[config.mk]
export PLATFORM = sky130hd
export DESIGN_NAME = ep_status_tracker
export DESIGN_NICKNAME = d
export VERILOG_FILES = /design/src/rtl/ep_stat_pkg.sv /design/src/rtl/ep_len_cmp.sv /design/src/rtl/ep_wait_timer.sv /design/src/rtl/ep_status_tracker.sv
export SDC_FILE = /design/constraint.sdc
export NUM_CORES = 1
export LEC_CHECK = 0
export ABC_CLOCK_PERIOD_IN_PS = 4800
export BUFFER_PORTS_ARGS = -buffer_cell sky130_fd_sc_hd__buf_2
export CAP_MARGIN = 5
export CORE_UTILIZATION = 65
export CTS_CLUSTER_SIZE = 30
export DETAILED_ROUTE_END_ITERATION = 7
export GPL_ROUTABILITY_DRIVEN = 1
export PLACE_DENSITY = 0.92
export SYNTH_ARGS = -nofsm -noshare
export SYNTH_HDL_FRONTEND = slang
export SYNTH_SLANG_ARGS = --single-unit
[constraint.sdc]
create_clock -name clk -period 4.8 [get_ports clk]
set_input_delay 0.48 -clock clk [delete_from_list [all_inputs] [get_ports clk]]
set_output_delay 0.48 -clock clk [all_outputs]
set_load 0.01 [all_outputs]
[src/rtl/ep_stat_pkg.sv]
package ep_stat_pkg;

    typedef enum logic [1:0] {
        EV_OUT   = 2'd0,
        EV_SETUP = 2'd1,
        EV_IN    = 2'd2,
        EV_BAD   = 2'd3
    } ev_kind_e;

    typedef enum logic [1:0] {
        RS_CTRL  = 2'd0,
        RS_COUNT = 2'd1,
        RS_STAT  = 2'd2,
        RS_RES   = 2'd3
    } reg_sel_e;

    localparam int ST_ACK   = 0;
    localparam int ST_ERR   = 1;
    localparam int ST_TMO   = 2;
    localparam int ST_SEQ   = 3;
    localparam int ST_SETUP = 4;
    localparam int ST_LENX  = 6;
    localparam int ST_UNF   = 10;
    localparam int ST_OVF   = 11;

    localparam int CTL_EN    = 0;
    localparam int CTL_ARM   = 1;
    localparam int CTL_DIRIN = 2;
    localparam int CTL_W     = 3;

endpackage

[src/rtl/ep_len_cmp.sv]
module ep_len_cmp #(
    parameter int DW = 16
) (
    input  logic [DW-1:0] exp_len,
    input  logic [DW-1:0] rx_len,
    output logic          len_exc,
    output logic          len_ovf,
    output logic          len_unf,
    output logic [DW-1:0] len_diff
);
    always_comb begin
        len_ovf  = rx_len > exp_len;
        len_unf  = rx_len < exp_len;
        len_exc  = len_ovf || len_unf;
        len_diff = len_ovf ? (rx_len - exp_len) : (exp_len - rx_len);
    end
endmodule

[src/rtl/ep_wait_timer.sv]
module ep_wait_timer #(
    parameter int EPW     = 2,
    parameter int TO_BITS = 18
) (
    input  logic           clk,
    input  logic           rst_n,
    input  logic           start,
    input  logic [EPW-1:0] start_ep,
    input  logic           stop,
    input  logic           tick,
    output logic           expire,
    output logic [EPW-1:0] expire_ep
);
    localparam int TW = $clog2(TO_BITS + 1);

    typedef struct packed {
        logic           act;
        logic [EPW-1:0] ep;
        logic [TW-1:0]  cnt;
    } tmr_t;

    tmr_t t_d, t_q;

    always_comb begin
        t_d       = t_q;
        expire    = t_q.act && tick && !stop && (t_q.cnt == TW'(TO_BITS - 1));
        expire_ep = t_q.ep;
        if (t_q.act && tick) begin
            t_d.cnt = t_q.cnt + 1'b1;
        end
        if (expire || stop) begin
            t_d.act = 1'b0;
        end
        if (start) begin
            t_d.act = 1'b1;
            t_d.ep  = start_ep;
            t_d.cnt = '0;
        end
    end

    always_ff @(posedge clk or negedge rst_n) begin
        if (!rst_n) begin
            t_q <= '0;
        end else begin
            t_q <= t_d;
        end
    end


    tmo_cnt_range_chk: assert property (@(posedge clk) disable iff (!rst_n)
        t_q.act |-> (t_q.cnt < TW'(TO_BITS)));

endmodule

[src/rtl/ep_status_tracker.sv]
module ep_status_tracker
    import ep_stat_pkg::*;
#(
    parameter int NUM_EP   = 4,
    parameter int DEV_INST = 0,
    parameter int TO_BITS  = 18,
    parameter int DW       = 16,
    parameter int EPW      = $clog2(NUM_EP)
) (
    input  logic           clk,
    input  logic           rst_n,
    input  logic           evt_valid,
    input  logic [EPW-1:0] evt_ep,
    input  logic [1:0]     evt_kind,
    input  logic           evt_crc_ok,
    input  logic [DW-1:0]  evt_len,
    input  logic           evt_toggle,
    input  logic           evt_ack,
    input  logic           wait_start,
    input  logic [EPW-1:0] wait_ep,
    input  logic           wait_stop,
    input  logic           bit_tick,
    input  logic           reg_wr,
    input  logic [EPW+1:0] reg_addr,
    input  logic [DW-1:0]  reg_wdata,
    output logic [DW-1:0]  reg_rdata,
    output logic           setup_accept,
    output logic [15:0]    setup_addr,
    output logic           data_accept
);
    localparam logic [15:0] SETUP_BASE = 16'h0300 + 16'(DEV_INST * 8);

    typedef struct packed {
        logic [NUM_EP-1:0][CTL_W-1:0] ctl;
        logic [NUM_EP-1:0][DW-1:0]    cnt;
        logic [NUM_EP-1:0][DW-1:0]    st;
        logic [NUM_EP-1:0][DW-1:0]    res;
    } regs_t;

    regs_t r_d, r_q;

    ev_kind_e       kind;
    reg_sel_e       sel;
    logic [EPW-1:0] rep;
    logic [CTL_W-1:0] ev_ctl;
    logic           bad_take;
    logic           any_take;
    logic           lx, lovf, lunf;
    logic [DW-1:0]  ldiff;
    logic           expire;
    logic [EPW-1:0] expire_ep;
    logic [DW-1:0]  st_new;
    logic [DW-1:0]  tmo_new;

    assign kind = ev_kind_e'(evt_kind);
    assign sel  = reg_sel_e'(reg_addr[1:0]);
    assign rep  = reg_addr[EPW+1:2];

    ep_len_cmp #(.DW(DW)) u_len (
        .exp_len  (r_q.cnt[evt_ep]),
        .rx_len   (evt_len),
        .len_exc  (lx),
        .len_ovf  (lovf),
        .len_unf  (lunf),
        .len_diff (ldiff)
    );

    ep_wait_timer #(.EPW(EPW), .TO_BITS(TO_BITS)) u_tmr (
        .clk       (clk),
        .rst_n     (rst_n),
        .start     (wait_start),
        .start_ep  (wait_ep),
        .stop      (wait_stop),
        .tick      (bit_tick),
        .expire    (expire),
        .expire_ep (expire_ep)
    );

    always_comb begin
        r_d    = r_q;
        ev_ctl = r_q.ctl[evt_ep];
        st_new = '0;
        tmo_new = '0;

        setup_accept = evt_valid && (kind == EV_SETUP) && ev_ctl[CTL_EN];
        data_accept  = evt_valid && ev_ctl[CTL_EN] && ev_ctl[CTL_ARM] &&
                       (((kind == EV_OUT) && !ev_ctl[CTL_DIRIN]) ||
                        ((kind == EV_IN)  &&  ev_ctl[CTL_DIRIN]));
        bad_take     = evt_valid && (kind == EV_BAD) && ev_ctl[CTL_EN];
        any_take     = setup_accept || data_accept || bad_take;
        setup_addr   = setup_accept ? SETUP_BASE : 16'h0000;

        // firmware write, lowest priority
        if (reg_wr) begin
            case (sel)
                RS_CTRL:  r_d.ctl[rep] = reg_wdata[CTL_W-1:0];
                RS_COUNT: r_d.cnt[rep] = reg_wdata;
                RS_STAT:  r_d.st[rep]  = reg_wdata;
                default:  r_d.res[rep] = reg_wdata;
            endcase
        end

        // transaction completion
        if (any_take) begin
            st_new[ST_ACK]   = evt_ack;
            st_new[ST_ERR]   = !evt_crc_ok || (kind == EV_BAD);
            st_new[ST_SEQ]   = ((kind == EV_OUT) || (kind == EV_SETUP)) ?
                               evt_toggle : r_q.st[evt_ep][ST_SEQ];
            st_new[ST_SETUP] = (kind == EV_SETUP);
            if ((kind == EV_OUT) && lx) begin
                st_new[ST_LENX] = 1'b1;
                st_new[ST_OVF]  = lovf;
                st_new[ST_UNF]  = lunf;
                r_d.res[evt_ep] = ldiff;
            end
            r_d.st[evt_ep] = st_new;
        end

        // wait window ran out, highest priority
        if (expire) begin
            tmo_new[ST_TMO] = 1'b1;
            tmo_new[ST_SEQ] = r_d.st[expire_ep][ST_SEQ];
            r_d.st[expire_ep] = tmo_new;
        end

        case (sel)
            RS_CTRL:  reg_rdata = {{(DW-CTL_W){1'b0}}, r_q.ctl[rep]};
            RS_COUNT: reg_rdata = r_q.cnt[rep];
            RS_STAT:  reg_rdata = r_q.st[rep];
            default:  reg_rdata = r_q.res[rep];
        endcase
    end

    always_ff @(posedge clk or negedge rst_n) begin
        if (!rst_n) begin
            r_q <= '0;
        end else begin
            r_q <= r_d;
        end
    end


    setup_flag_chk: assert property (@(posedge clk) disable iff (!rst_n)
        (setup_accept && !expire) |=> r_q.st[$past(evt_ep)][ST_SETUP]);


    len_no_err_chk: assert property (@(posedge clk) disable iff (!rst_n)
        (data_accept && (kind == EV_OUT) && evt_crc_ok && !expire)
        |=> !r_q.st[$past(evt_ep)][ST_ERR]);


    ovf_dir_chk: assert property (@(posedge clk) disable iff (!rst_n)
        (data_accept && (kind == EV_OUT) && (evt_len > r_q.cnt[evt_ep]) && !expire)
        |=> (r_q.st[$past(evt_ep)][ST_OVF] && !r_q.st[$past(evt_ep)][ST_UNF]));


    tmo_flag_chk: assert property (@(posedge clk) disable iff (!rst_n)
        expire |=> r_q.st[$past(expire_ep)][ST_TMO]);


    ignored_evt_chk: assert property (@(posedge clk) disable iff (!rst_n)
        (evt_valid && !any_take && !expire && !reg_wr)
        |=> ($stable(r_q.st) && $stable(r_q.res)));

endmodule

# [After elaboration in Yosys (flattened, before gate mapping)]
# Cells that the tools add are included.
[totals] elab_cells=117 mem_bits_rw=0 latch_bits=0 mem_count=0 register_bits=212 out_inout_bits=34 mem_bits_ro=0
[op_classes] n_bitwise=0 add_sub_neg=3 n_mux=48 eq_ne=6 multipliers=0 shifts=0 reduce_logical=33 div_mod_pow=0 n_lt_le_gt_ge=8
[ops] cell="bitwise mux 64 bit" n=6
[ops] cell="two-way mux 128 bit" n=2
[ops] cell="two-way mux 64 bit" n=4
[ops] cell="binary-select mux 16 bit (select 2 bit)" n=6
[ops] cell="two-way mux 16 bit" n=8
[ops] cell="demux 16 bit (select 2 bit)" n=3
[ops] cell="one-hot mux 16 bit (3 select lines)" n=1
[ops] cell="subtractor 16 bit" n=2
[ops] cell="> comparator 16 bit" n=1
[ops] cell="logical AND 1 bit" n=16
[ops] cell="less-than comparator 16 bit" n=1
[ops] cell="binary-select mux 3 bit (select 2 bit)" n=2
[ops] cell="bitwise mux 12 bit" n=1
[ops] cell="two-way mux 10 bit" n=1
[ops] cell="less-than comparator 2 x 3 -> 1 bit (second input constant)" n=3
[ops] cell="two-way mux 3 bit" n=3
[ops] cell="two-way mux 4 bit" n=2
[ops] cell="two-way mux 8 bit" n=1
[ops] cell="logical OR 1 bit" n=7
[ops] cell="demux 3 bit (select 2 bit)" n=1
[ops] cell="== test 2 bit (second input constant)" n=3
[ops] cell="greater-or-equal comparator 2 x 1 -> 1 bit (second input constant)" n=3
[ops] cell="adder 5 x 1 -> 5 bit (second input constant)" n=1
[ops] cell="== test 5 bit (second input constant)" n=1
[ops] cell="9 further kinds" n=19

# [Logic depth before layout (Yosys ltp)]
[depth] word_depth=15 ltp_mapped=15 ltp_nobuf=12

# [Hierarchy]
# From an unflattened synthesis, not the netlist that was laid out.
[hier_totals] cells_unflattened=1135 hier_area_um2=13576.8
[modules_own_cells] module="ep_status_tracker" area_each_um2=11668.7 cells_each=885 n_inst=1 seq_area_each_um2=5104.9
[modules_own_cells] module="ep_len_cmp" area_each_um2=1510.2 cells_each=211 n_inst=1 seq_area_each_um2=0.0
[modules_own_cells] module="ep_wait_timer" area_each_um2=397.9 cells_each=39 n_inst=1 seq_area_each_um2=200.2

# [Worst setup path before layout]
# No wires, ideal clock.
[synth_timing] path_type="in2reg" from="in evt_ep[0]" to="reg r_q[57] (netlist name)" slack_ps=542 cell_stages=14 n_path_buf=4 required_time_ps=4667 arrival_ps=4125 path_cell_list="buf_1 > buf_2 > mux4_2 > ha_1 > fa_1 > nor2b_1 > o2111ai_1 > a31o_1 > a21o_1 > buf_6 > buf_8 > o32ai_1 > xor2_1 > o21ai_0"
[synth_lines] item="from (decl)" line_no="ep_status_tracker.sv:13" text="input logic [EPW-1:0] evt_ep,"
[synth_lines] item="to (signal assigned)" line_no="ep_status_tracker.sv:138" text="r_q <= r_d;"
[synth_lines] item="to (decl)" line_no="ep_status_tracker.sv:40" text="regs_t r_d, r_q;"

==> results.ini <==
[worst_setup_path]
cp.depth=13
cp-end-kind=flop
rr_startpoint=r_q[176]
critPathRequiredTime_ns=5.22
crit_slowest_cell=mux4_2
crit_start=evt_ep[0]
cp_top_family=compound AO/OA/AOI/OAI gates
r2r_end=r_q[63]
worstPathMaxFanout=18
ff2ff_path_depth=12
rrSetupSlack_ns=0.84
path_buf_inv=2
worstPathCellList=buf_2 > mux4_2 > ha_1 > fa_1 > nor2b_1 > o2111ai_1 > a31o_1 > a21o_1 > buf_4 > o211ai_1 > a21oi_1 > o21a_1 > o31ai_1
startpoint_type=primary input
critPathMaxStageDelay_ns=0.61
cp.arrival_ns=4.61
path_class=in -> reg

[cts]
clk_pin_slew_ns=0.06
cts_setup_buffers=0
max-clock-path-buffers=3
htreeDepth=1
cts_tree=done
insertion_delay_ns=0.54
cts_root_buf=clkbuf_16
clkSinkCount=212
cts_hold_buf=0
cts_buffers=23
cts.repair.resized=0

[grt]
grt_pass1_vias=11000
grt_overflow=0
grt_max_degree=110
grt_pass1_wl_um=59000
antenna_found_initial=0
grt_use_total=0.379

[final_layout]
area_delta_synth_final_pct=9.51
fin_util=0.730
diodes=0
num-nets-final=1383
drive_above_1_share=0.286

[routing]
viasPerCell=6.85
wl_um=37500
drtAntennaViolNets=0
first_iter_violations=1175
wl_per_cell_um=23.8
num_vias=10800
dr.pass1.iters=8
drcViolationCount=0

[floorplan]
dieArea_um2=20700
pin_count=86
num_rows=51
initial_core_util=0.667
core-area_um2=19600
die_w_um=144
dieHeight_um=144

[sta]
setup_viol=0
tightest_slew_ns=1.07
timing.hold.ws_ns=-0.0000427
relSlewSlack=0.286
finalCritPeriodShare=0.874
max_freq_mhz=238
fin_crit_ns=4.20
rsz0062_at_grt=false
hold_violations=1
setup_tns_ns=0
finalClockSkew_ns=0.0307
final_max_slew_viol_count=0

[yosys]
ys_warn_count=0
yosys-mux-area-fraction=0.265
synth-xor-area-share=0.0141
ys_seq_area_frac=0.406
synth_top_family_by_area=multiplexers
ys_seq_elements=212
synthArstFlopShare=1.00
synth-compound-area-share=0.117
netlist_area_um2=13100
synth_flop_cell=dfrtp_1
synthSimpleGateAreaFrac=0.111
ys_types=56
synth-edff-count=0
synthAdderAreaFrac=0.0347
synthCells=1265
syn_avg_cell_area_um2=10.3

[power]
ir_worst_vdd_v=0.000342
p_leak_nw=6.45
p_per_area_nw_per_um2=480
total_power_mw=6.87

[outcome]
violations=hold timing
status=complete, but fails checks

[place]
dp_hpwl_um=24600
finalWeightedCongestion=0.965
numPortBuffers=71

[job]
drv_cap=0

[min_path]
min_path_type=in -> async

## kinds of logic (layout without fill, tap and decap cells)
kind of cell	count (synthesis)	after routing
and+or+nand+nor	345	345
AOI/OAI and AO/OA	258	258
muxes	240	240
DFF	212	212
buffers and inverters	153	188
adders and majority gates	35	35
xor gates and xnor gates	21	21
other	1	14
## how the worst max path moves through the flow
stage / endpoint / slack [ns]
floorplan: r_q[57] / 0.54
global placement: r_q[47] / 0.41
detailed placement: r_q[35] / 0.26
CTS: r_q[63] / 0.72
global route: r_q[63] / 0.45
finish: r_q[63] / 0.60
## where the power goes
group | switching [mW] | internal (mW) | leakage (nW)
logic | 1.29 | 1.17 | 3.45
registers | 0.340 | 2.31 | 2.63
clock network | 0.729 | 1.04 | 0.369
total | 2.36 | 4.51 | 6.45
## flip-flops by register name, indices dropped and copies added (netlist names)
signal / count
u_tmr.t_q: 6
r_q: 204
u_tmr.expire_ep: 2
## layer usage
metal | track usage | up-vias | part of all wire
met5 | 0 | - | 0
met4 | 0.214 | 0 | 0.058
li1 | - | 4529 | -
met3 | 0.0716 | 178 | 0.10
met1 | 0.481 | 5303 | 0.36
met2 | 0.614 | 807 | 0.48
## Yosys cell counts (6+ instances only)
master | number | area share
xor2_1 | 7 | 0.0047
inv_1 | 42 | 0.012
nand3_1 | 12 | 0.0046
nand2_1 | 219 | 0.063
o21bai_1 | 7 | 0.0040
and2_1 | 10 | 0.0048
a211oi_1 | 7 | 0.0040
a21oi_1 | 100 | 0.038
a22o_1 | 13 | 0.0087
a21o_1 | 11 | 0.0063
dfrtp_1 | 212 | 0.41
o211ai_1 | 7 | 0.0040
nor3_1 | 7 | 0.0027
o31ai_1 | 7 | 0.0040
a31oi_1 | 6 | 0.0029
ha_1 | 33 | 0.032
mux4_2 | 69 | 0.12
mux2_2 | 154 | 0.13
nor2_1 | 60 | 0.017
o21ai_0 | 74 | 0.028
mux2i_1 | 16 | 0.012
buf_2 | 11 | 0.0042
buf_4 | 17 | 0.0098
nand4_1 | 6 | 0.0029
clkbuf_1 | 74 | 0.021
or2_2 | 8 | 0.0038
buf_1 | 7 | 0.0020
xnor2_1 | 14 | 0.0094
## worst register-to-register path: cells and delay by family, from the launching register on
kind / cells / cell delay (ns)
compound gates: 7 / 1.83
fa+ha+maj: 2 / 0.67
mux: 1 / 0.49
flops: 1 / 0.40
buf+inv: 1 / 0.26
simple gates: 1 / 0.21
## placed cells by master, fill, tap and decap left out, types with 8 or more instances in the layout
cell,count
buf_4,33
nand3_1,12
a22o_1,13
nor2_1,60
nand2_1,219
clkbuf_1,8
xnor2_1,14
or2_2,8
conb_1,14
mux4_2,69
inv_1,42
a21oi_1,100
clkbuf_16,23
dfrtp_1,212
mux2_2,154
ha_1,33
buf_2,69
a21o_1,11
o21ai_0,74
and2_1,10
mux2i_1,16
## per-stage QoR
step	instances	hold slack (ns)	area [µm²]	worst slack [ns]
after floorplan	1278	0.184	13100	0.542
after global placement	1536	0.490	13600	0.412
after detailed placement	1536	0.501	13600	0.256
after CTS	1578	0.0979	14300	0.724
after global routing	1578	0.147	14300	0.448
final	1578	-0.0000427	14300	0.605
## final cells by class
class / instances / area, µm²
Multi-Input combinational cell: 913 / 7130
Sequential cell: 212 / 5310
Fill cell: 1309 / 5290
Clock buffer: 37 / 688
Timing Repair Buffer: 104 / 627
Tap cell: 265 / 332
Inverter: 42 / 158
Clock inverter: 5 / 60.1
Note: power is estimated with default switching activity, not from simulation.
